### src/rtl/irq_mask_pkg.sv
package irq_mask_pkg;
  localparam int N_SRC  = 7;
  localparam int DATA_W = N_SRC + 1;
  localparam int SEL_W  = 4;
  localparam logic [SEL_W-1:0] FLAG_SEL = 4'hD;
  localparam logic [SEL_W-1:0] EN_SEL   = 4'hE;

  typedef enum int {
    SRC_PA_CTL2 = 0,
    SRC_PA_CTL1 = 1,
    SRC_SHIFT   = 2,
    SRC_PB_CTL2 = 3,
    SRC_PB_CTL1 = 4,
    SRC_TMR2    = 5,
    SRC_TMR1    = 6
  } src_idx_e;
endpackage

### src/rtl/irq_flag_reg.sv
module irq_flag_reg #(
  parameter int N = 7
) (
  input  logic         clk_i,
  input  logic         rst_ni,
  input  logic [N-1:0] set_i,
  input  logic         clr_we_i,
  input  logic [N-1:0] clr_mask_i,
  output logic [N-1:0] flag_o
);
  logic [N-1:0] flag_q;

  for (genvar k = 0; k < N; k++) begin : g_bit
    always_ff @(posedge clk_i or negedge rst_ni) begin
      if (!rst_ni)                      flag_q[k] <= 1'b0;
      else if (set_i[k])                flag_q[k] <= 1'b1;  // set beats clear
      else if (clr_we_i && clr_mask_i[k]) flag_q[k] <= 1'b0;
    end
  end

  assign flag_o = flag_q;
endmodule

### src/rtl/irq_enable_reg.sv
module irq_enable_reg #(
  parameter int N = 7
) (
  input  logic         clk_i,
  input  logic         rst_ni,
  input  logic         we_i,
  input  logic [N:0]   wdata_i,
  output logic [N-1:0] en_o
);
  logic [N-1:0] en_q;
  logic         mode_set;
  logic [N-1:0] mask;

  assign mode_set = wdata_i[N];
  assign mask     = wdata_i[N-1:0];

  always_ff @(posedge clk_i or negedge rst_ni) begin
    if (!rst_ni)       en_q <= '0;
    else if (we_i) begin
      if (mode_set)    en_q <= en_q | mask;
      else             en_q <= en_q & ~mask;
    end
  end

  assign en_o = en_q;
endmodule

### src/rtl/irq_read_mux.sv
module irq_read_mux #(
  parameter int N     = 7,
  parameter int SEL_W = 4,
  parameter logic [SEL_W-1:0] FLAG_SEL = 4'hD,
  parameter logic [SEL_W-1:0] EN_SEL   = 4'hE
) (
  input  logic [SEL_W-1:0] sel_i,
  input  logic [N-1:0]     flag_i,
  input  logic [N-1:0]     en_i,
  input  logic             pend_i,
  output logic [N:0]       rdata_o
);
  always_comb begin
    if (sel_i == FLAG_SEL)    rdata_o = {pend_i, flag_i};
    else if (sel_i == EN_SEL) rdata_o = {1'b1, en_i};
    else                      rdata_o = '0;
  end
endmodule

### src/rtl/irq_mask_unit.sv
module irq_mask_unit
  import irq_mask_pkg::*;
(
  input  logic              clk_i,
  input  logic              rst_ni,
  input  logic [N_SRC-1:0]  src_set_i,
  input  logic [SEL_W-1:0]  sel_i,
  input  logic              we_i,
  input  logic [DATA_W-1:0] wdata_i,
  output logic [DATA_W-1:0] rdata_o,
  output logic              irq_no
);
  logic [N_SRC-1:0] flag_w;
  logic [N_SRC-1:0] en_w;
  logic             pend_w;
  logic             flag_we;
  logic             en_we;

  assign flag_we = we_i && (sel_i == FLAG_SEL);
  assign en_we   = we_i && (sel_i == EN_SEL);

  irq_flag_reg #(.N(N_SRC)) u_flag (
    .clk_i      (clk_i),
    .rst_ni     (rst_ni),
    .set_i      (src_set_i),
    .clr_we_i   (flag_we),
    .clr_mask_i (wdata_i[N_SRC-1:0]),
    .flag_o     (flag_w)
  );

  irq_enable_reg #(.N(N_SRC)) u_en (
    .clk_i   (clk_i),
    .rst_ni  (rst_ni),
    .we_i    (en_we),
    .wdata_i (wdata_i),
    .en_o    (en_w)
  );

  assign pend_w = |(flag_w & en_w);
  assign irq_no = ~pend_w;

  irq_read_mux #(
    .N(N_SRC), .SEL_W(SEL_W), .FLAG_SEL(FLAG_SEL), .EN_SEL(EN_SEL)
  ) u_rd (
    .sel_i   (sel_i),
    .flag_i  (flag_w),
    .en_i    (en_w),
    .pend_i  (pend_w),
    .rdata_o (rdata_o)
  );
endmodule

### config.mk
export PLATFORM = sky130hd
export DESIGN_NAME = irq_mask_unit
export DESIGN_NICKNAME = d
export VERILOG_FILES = /design/src/rtl/irq_mask_pkg.sv /design/src/rtl/irq_flag_reg.sv /design/src/rtl/irq_enable_reg.sv /design/src/rtl/irq_read_mux.sv /design/src/rtl/irq_mask_unit.sv
export SDC_FILE = /design/constraint.sdc
export NUM_CORES = 1
export LEC_CHECK = 0
export ABC_AREA = 1
export BUFFER_PORTS_ARGS = -buffer_cell sky130_fd_sc_hd__buf_4
export CAP_MARGIN = 30
export CORE_MARGIN = 5
export CORE_UTILIZATION = 45
export CTS_CLUSTER_DIAMETER = 200
export DETAILED_ROUTE_END_ITERATION = 8
export GPL_ROUTABILITY_DRIVEN = 0
export GPL_TIMING_DRIVEN = 0
export PLACE_DENSITY = 0.72
export SLEW_MARGIN = 20
export SYNTH_ARGS = -nofsm -noshare
export SYNTH_HDL_FRONTEND = slang
export SYNTH_SLANG_ARGS = --single-unit
export TNS_END_PERCENT = 30
### constraint.sdc
create_clock -name clk_i -period 1.7 [get_ports clk_i]
set_clock_uncertainty 0.05 [all_clocks]
set_input_delay 0 -clock clk_i [delete_from_list [all_inputs] [get_ports clk_i]]
set_output_delay 0 -clock clk_i [all_outputs]
set_load 0.005 [all_outputs]
# [Word-level counts from Yosys, hierarchy flattened]
# Index checks and enable logic that the tools add are counted.
[word_totals] register_bits=14 inputBits=22 output_inout_bits=9 word_cells=49
[op_classes] muxes=17 bitwise=5 eq_ne=2 n_reduce_logical=17
[op_table] op="8-bit 2-to-1 mux" count=2
[op_table] op="7-bit AND" count=2
[op_table] op="1-bit 2-to-1 mux" count=14
[op_table] op="2-bit nonzero test" count=7
[op_table] op="1-bit logical AND" count=9
[op_table] op="4-bit == test (second input constant)" count=2
[op_table] op="7-bit 2-to-1 mux" count=1
[op_table] op="7-bit inverter" count=1
[op_table] op="7-bit bitwise OR" count=1
[op_table] op="7-bit OR reduction" count=1
[op_table] op="1-bit inverter" count=1

# [Logic depth before layout (Yosys ltp)]
[logic_depth] depth_word=5 mapped_depth=7 ltp_nobuf=6

# [Hierarchy]
# A second synthesis with hierarchy kept.
[hier_totals] hier_cells=125 hier_area_um2=830.8
[by_module_without_submodules] module="irq_enable_reg" instances=1 cells_each=36 seq_area_each_um2=175.2 area_each_um2=300.3
[by_module_without_submodules] module="irq_flag_reg" instances=1 cells_each=35 seq_area_each_um2=175.2 area_each_um2=280.3
[by_module_without_submodules] module="irq_read_mux" instances=1 cells_each=31 seq_area_each_um2=0.0 area_each_um2=153.9
[by_module_without_submodules] module="irq_mask_unit" instances=1 cells_each=23 seq_area_each_um2=0.0 area_each_um2=96.3

# [Least setup slack after synthesis]
# No wires, ideal clock.
[synth_timing] path_type="register to output" from="register u_flag.flag_q[0], in the netlist u_flag.flag_o[0]" to="output port rdata_o[7]" n_path_buf=0 stages_incl_launch_ff=7 slack_ns=0.932 t_arrival_ns=0.718 required_time_ns=1.650 path_cell_list="dfrtp_1 -> nand2_1 -> nand2_1 -> nor2_1 -> nand2_1 -> nand2_1 -> nand2_1"
[synth_between] elab_chain_len=3
[synth_rtl] element="start: declaration" line="irq_flag_reg.sv:11" rtl="logic [N-1:0] flag_q;"
[synth_rtl] element="start signal: indexed assignment" line="irq_flag_reg.sv:15" rtl="if (!rst_ni) flag_q[k] <= 1'b0;"
[synth_rtl] element="start signal: indexed assignment" line="irq_flag_reg.sv:16" rtl="else if (set_i[k]) flag_q[k] <= 1'b1;"
[synth_rtl] element="start signal: indexed assignment" line="irq_flag_reg.sv:17" rtl="else if (clr_we_i && clr_mask_i[k]) flag_q[k] <= 1'b0;"
[synth_rtl] element="7-bit AND" line="irq_mask_unit.sv:39" rtl="assign pend_w = |(flag_w & en_w);"
[synth_rtl] element="7-bit OR reduction" line="irq_mask_unit.sv:39"
[synth_rtl] element="8-bit 2-to-1 mux" line="irq_read_mux.sv:14" rtl="if (sel_i == FLAG_SEL) rdata_o = {pend_i, flag_i};"
[synth_rtl] element="end: declaration" line="irq_mask_unit.sv:10" rtl="output logic [DATA_W-1:0] rdata_o,"
# Every way passes these cells.

# [Worst setup path after layout]
[layout_timing] from="register u_flag.flag_q[1], in the netlist u_flag.flag_o[1]" to="output port rdata_o[7]"
# The elaborated chain is that of the path after synthesis.

==> flow_summary.json <==
{
  "status": "complete, no violations",
  "seq_area_frac_synth_pct": 41.92,
  "async_flop_share_pct": 100.0,
  "ir_drop_uv": 646.6,
  "crit_family": "flip-flops",
  "yosysMostFrequentCell": "nand2_1",
  "clk_latency_ps": 290,
  "met1_usage_pct": 24.08,
  "postCtsSetupBuffers": 0,
  "cp-start-kind": "register",
  "grt_usage_pct": 21.20,
  "cts.path.max_buffers": 2,
  "period_share_pct": 74.72,
  "p_int_uw": 610.4,
  "die_w_um": 53.10,
  "timing.fmax_mhz": 787.3,
  "grt_first_pass_wirelength_um": 4333,
  "fin_setup_tns_ps": 0,
  "worstMarginPinSlew_ps": 209.1,
  "yosysUniqueCellTypes": 12,
  "clkTransAtPathRegs_ps": 100,
  "rsz0062_at_grt": "no",
  "cts_root_buffer": "clkbuf_4",
  "syn_inst": 121,
  "drt_iter0_markers": 23,
  "cts_buffers": 3,
  "wl_per_cell_um": 12.06,
  "max-slew-margin-rel_pct": 86.06,
  "grt_pass1_vias": 1058,
  "leakagePower_nw": 0.7232,
  "cpMaxStageDelayCell": "dfrtp_1",
  "htree_levels": 1,
  "grtUsageMet3_pct": 3.380,
  "finalMaxSlewViolations": 0,
  "syn_avg_cell_area_um2": 6.907,
  "postRouteAntennaNets": 0,
  "wirelength_um": 2521,
  "synth_edf_count": 0,
  "first_pass_iters": 4,
  "ys_ff_latch": 14,
  "netlist.area_leader.share_pct": 41.92,
  "layout.nets": 207,
  "pwr-share-clk_pct": 29.4,
  "top_usage_layer": "met2",
  "drv_cap": 0,
  "worst-path-buf-inv": 1,
  "fp.coreArea_mm2": 0.001745,
  "switchingPower_uw": 255.3,
  "slowest_delay_ps": 410,
  "syn-cell-area_um2": 835.8,
  "required_ps": 1650,
  "cts_tree": "built",
  "gr-total-overflow": 0,
  "die_area_mm2": 0.002819,
  "via_per_inst": 4.842,
  "grt_max_degree": 15,
  "drc": 0,
  "fillers": 133,
  "synthFlopType": "dfrtp_1",
  "yosys-top-cells-count": "nand2_1 (64), dfrtp_1 (14), inv_1 (12), nand3_1 (12), nand4_1 (7)",
  "finalCriticalPeriod_ps": 1270,
  "p_per_area_mw_per_mm2": 610.1,
  "critical_path_class": "reg2out",
  "rows": 15,
  "hold_violations": 0,
  "vias": 1012,
  "yosys.area.top_type": "dfrtp_1",
  "p_sw_share_pct": 29.49,
  "finalSetupViolations": 0,
  "n_antenna_cell": 0,
  "drive_above_1_share_pct": 23.91,
  "grt_use_met2_pct": 37.81,
  "holdWs_ps": 38.15,
  "ys_warn_count": 0,
  "pwr-share-seq_pct": 45.3,
  "crit_fanout": 3,
  "power_frac_comb_pct": 25.3,
  "crit_path_frequent_cell": "nand2_1",
  "pin_count": 31,
  "area_delta_synth_final_pct": 69.76,
  "cp.arrival_ps": 1220,
  "dp_hpwl_um": 1557,
  "post-route-util_pct": 81.29,
  "syn_nets": 143,
  "die_y_um": 53.10,
  "initial_core_util_pct": 47.89,
  "synthTopCellsByArea": "dfrtp_1 (42%), nand2_1 (29%), nand3_1 (7.2%)",
  "worst_setup_path_end_kind": "output port",
  "hold_class": "in2async",
  "antenna_found_initial": 0,
  "io_buffers": 30,
  "cts_sinks": 14,
  "crit_chain": "nand2_1 -> nand2_1 -> nor2_1 -> nand2_1 -> nand2_1 -> nand2_1 -> buf_4"
}
final timing paths:
check | start | end | slack [ps] | cells past startpoint
max in group asynchronous | rst_ni | async pin | 1390 | 2
setup / recovery | u_flag.flag_o[1]$_DFFE_PN0P_ | rdata_o[7] | 430 | 7
setup reg to reg | u_flag.flag_o[2]$_DFFE_PN0P_ | u_flag.flag_o[2]$_DFFE_PN0P_ | 460 | 3
hold / removal | rst_ni | u_flag.flag_o[1]$_DFFE_PN0P_ | 40 | 2
hold reg to reg | register | register | 460 | 2
min in group clk_i | sel_i[0] | register | 90 | 7
metrics by stage:
| stage | instance area [µm²] | power (mW) | setup slack [ps] | std cells |
|---|---|---|---|---|
| 6_report | 1419 | 0.8657 | 429.8 | 209 |
| 5_1_grt | 1419 | 0.9168 | 308.9 | 209 |
| 4_1_cts | 1419 | 0.8616 | 434.5 | 209 |
| 3_5_place_dp | 1092 | 0.5836 | 755.5 | 176 |
| 3_3_place_gp | 1092 | 0.5769 | 765.2 | 176 |
| 2_1_floorplan | 835.8 | 0.4841 | 931.9 | 121 |
final cells by class:
cell class	count	area (µm²)	area share (%)
timing repair buffer	59	515.5	36.33
tap	25	31.28	2.205
inverter	12	45.04	3.175
clock buffer	4	36.28	2.557
sequential	14	350.3	24.69
buffer	5	40.04	2.822
multi-input combinational	90	400.4	28.22
placed cells by master (no fill, tap or decap), types with 3 or more instances in the layout:
cell type | Yosys | final
dfrtp_1 | 14 | 14
inv_1 | 12 | 12
nand4_1 | 7 | 7
nand2_1 | 64 | 64
clkbuf_4 | 0 | 3
buf_4 | 1 | 31
nand3_1 | 12 | 12
dlygate4sd3_1 | 0 | 29
metal layers:
metal	routed length, µm	up-vias
met2	1337	33
met1	1011	465
li1	-	504
met4	53	0
met3	120	10
met5	0	-
worst register-to-register path, stage by stage, from the launching register on:
cell	delay (ps)
dfrtp_1	410
nand2_1	80
nand2_1	50
dlygate4sd3_1	550
power groups by stage:
stage	sequential [mW]	clock (mW)	combinational, mW
finish	0.392	0.255	0.219
global route	0.396	0.273	0.248
CTS	0.391	0.253	0.218
detailed placement	0.397	0	0.186
global placement	0.396	0	0.181
floorplan	0.391	0	0.0928
cell families after synthesis:
kind of cell / share of synthesized area, %
buf+inv: 10.18
flops: 41.92
simple gates: 47.90
timing repair:
action | in CTS | in global routing
endpoints found under the setup margin | 0 | 0
resized for setup | 0 | 0
hold buffers | 29 | 0
hold endpoints to repair | 28 | 0
Power figures use the tool's default switching activity.
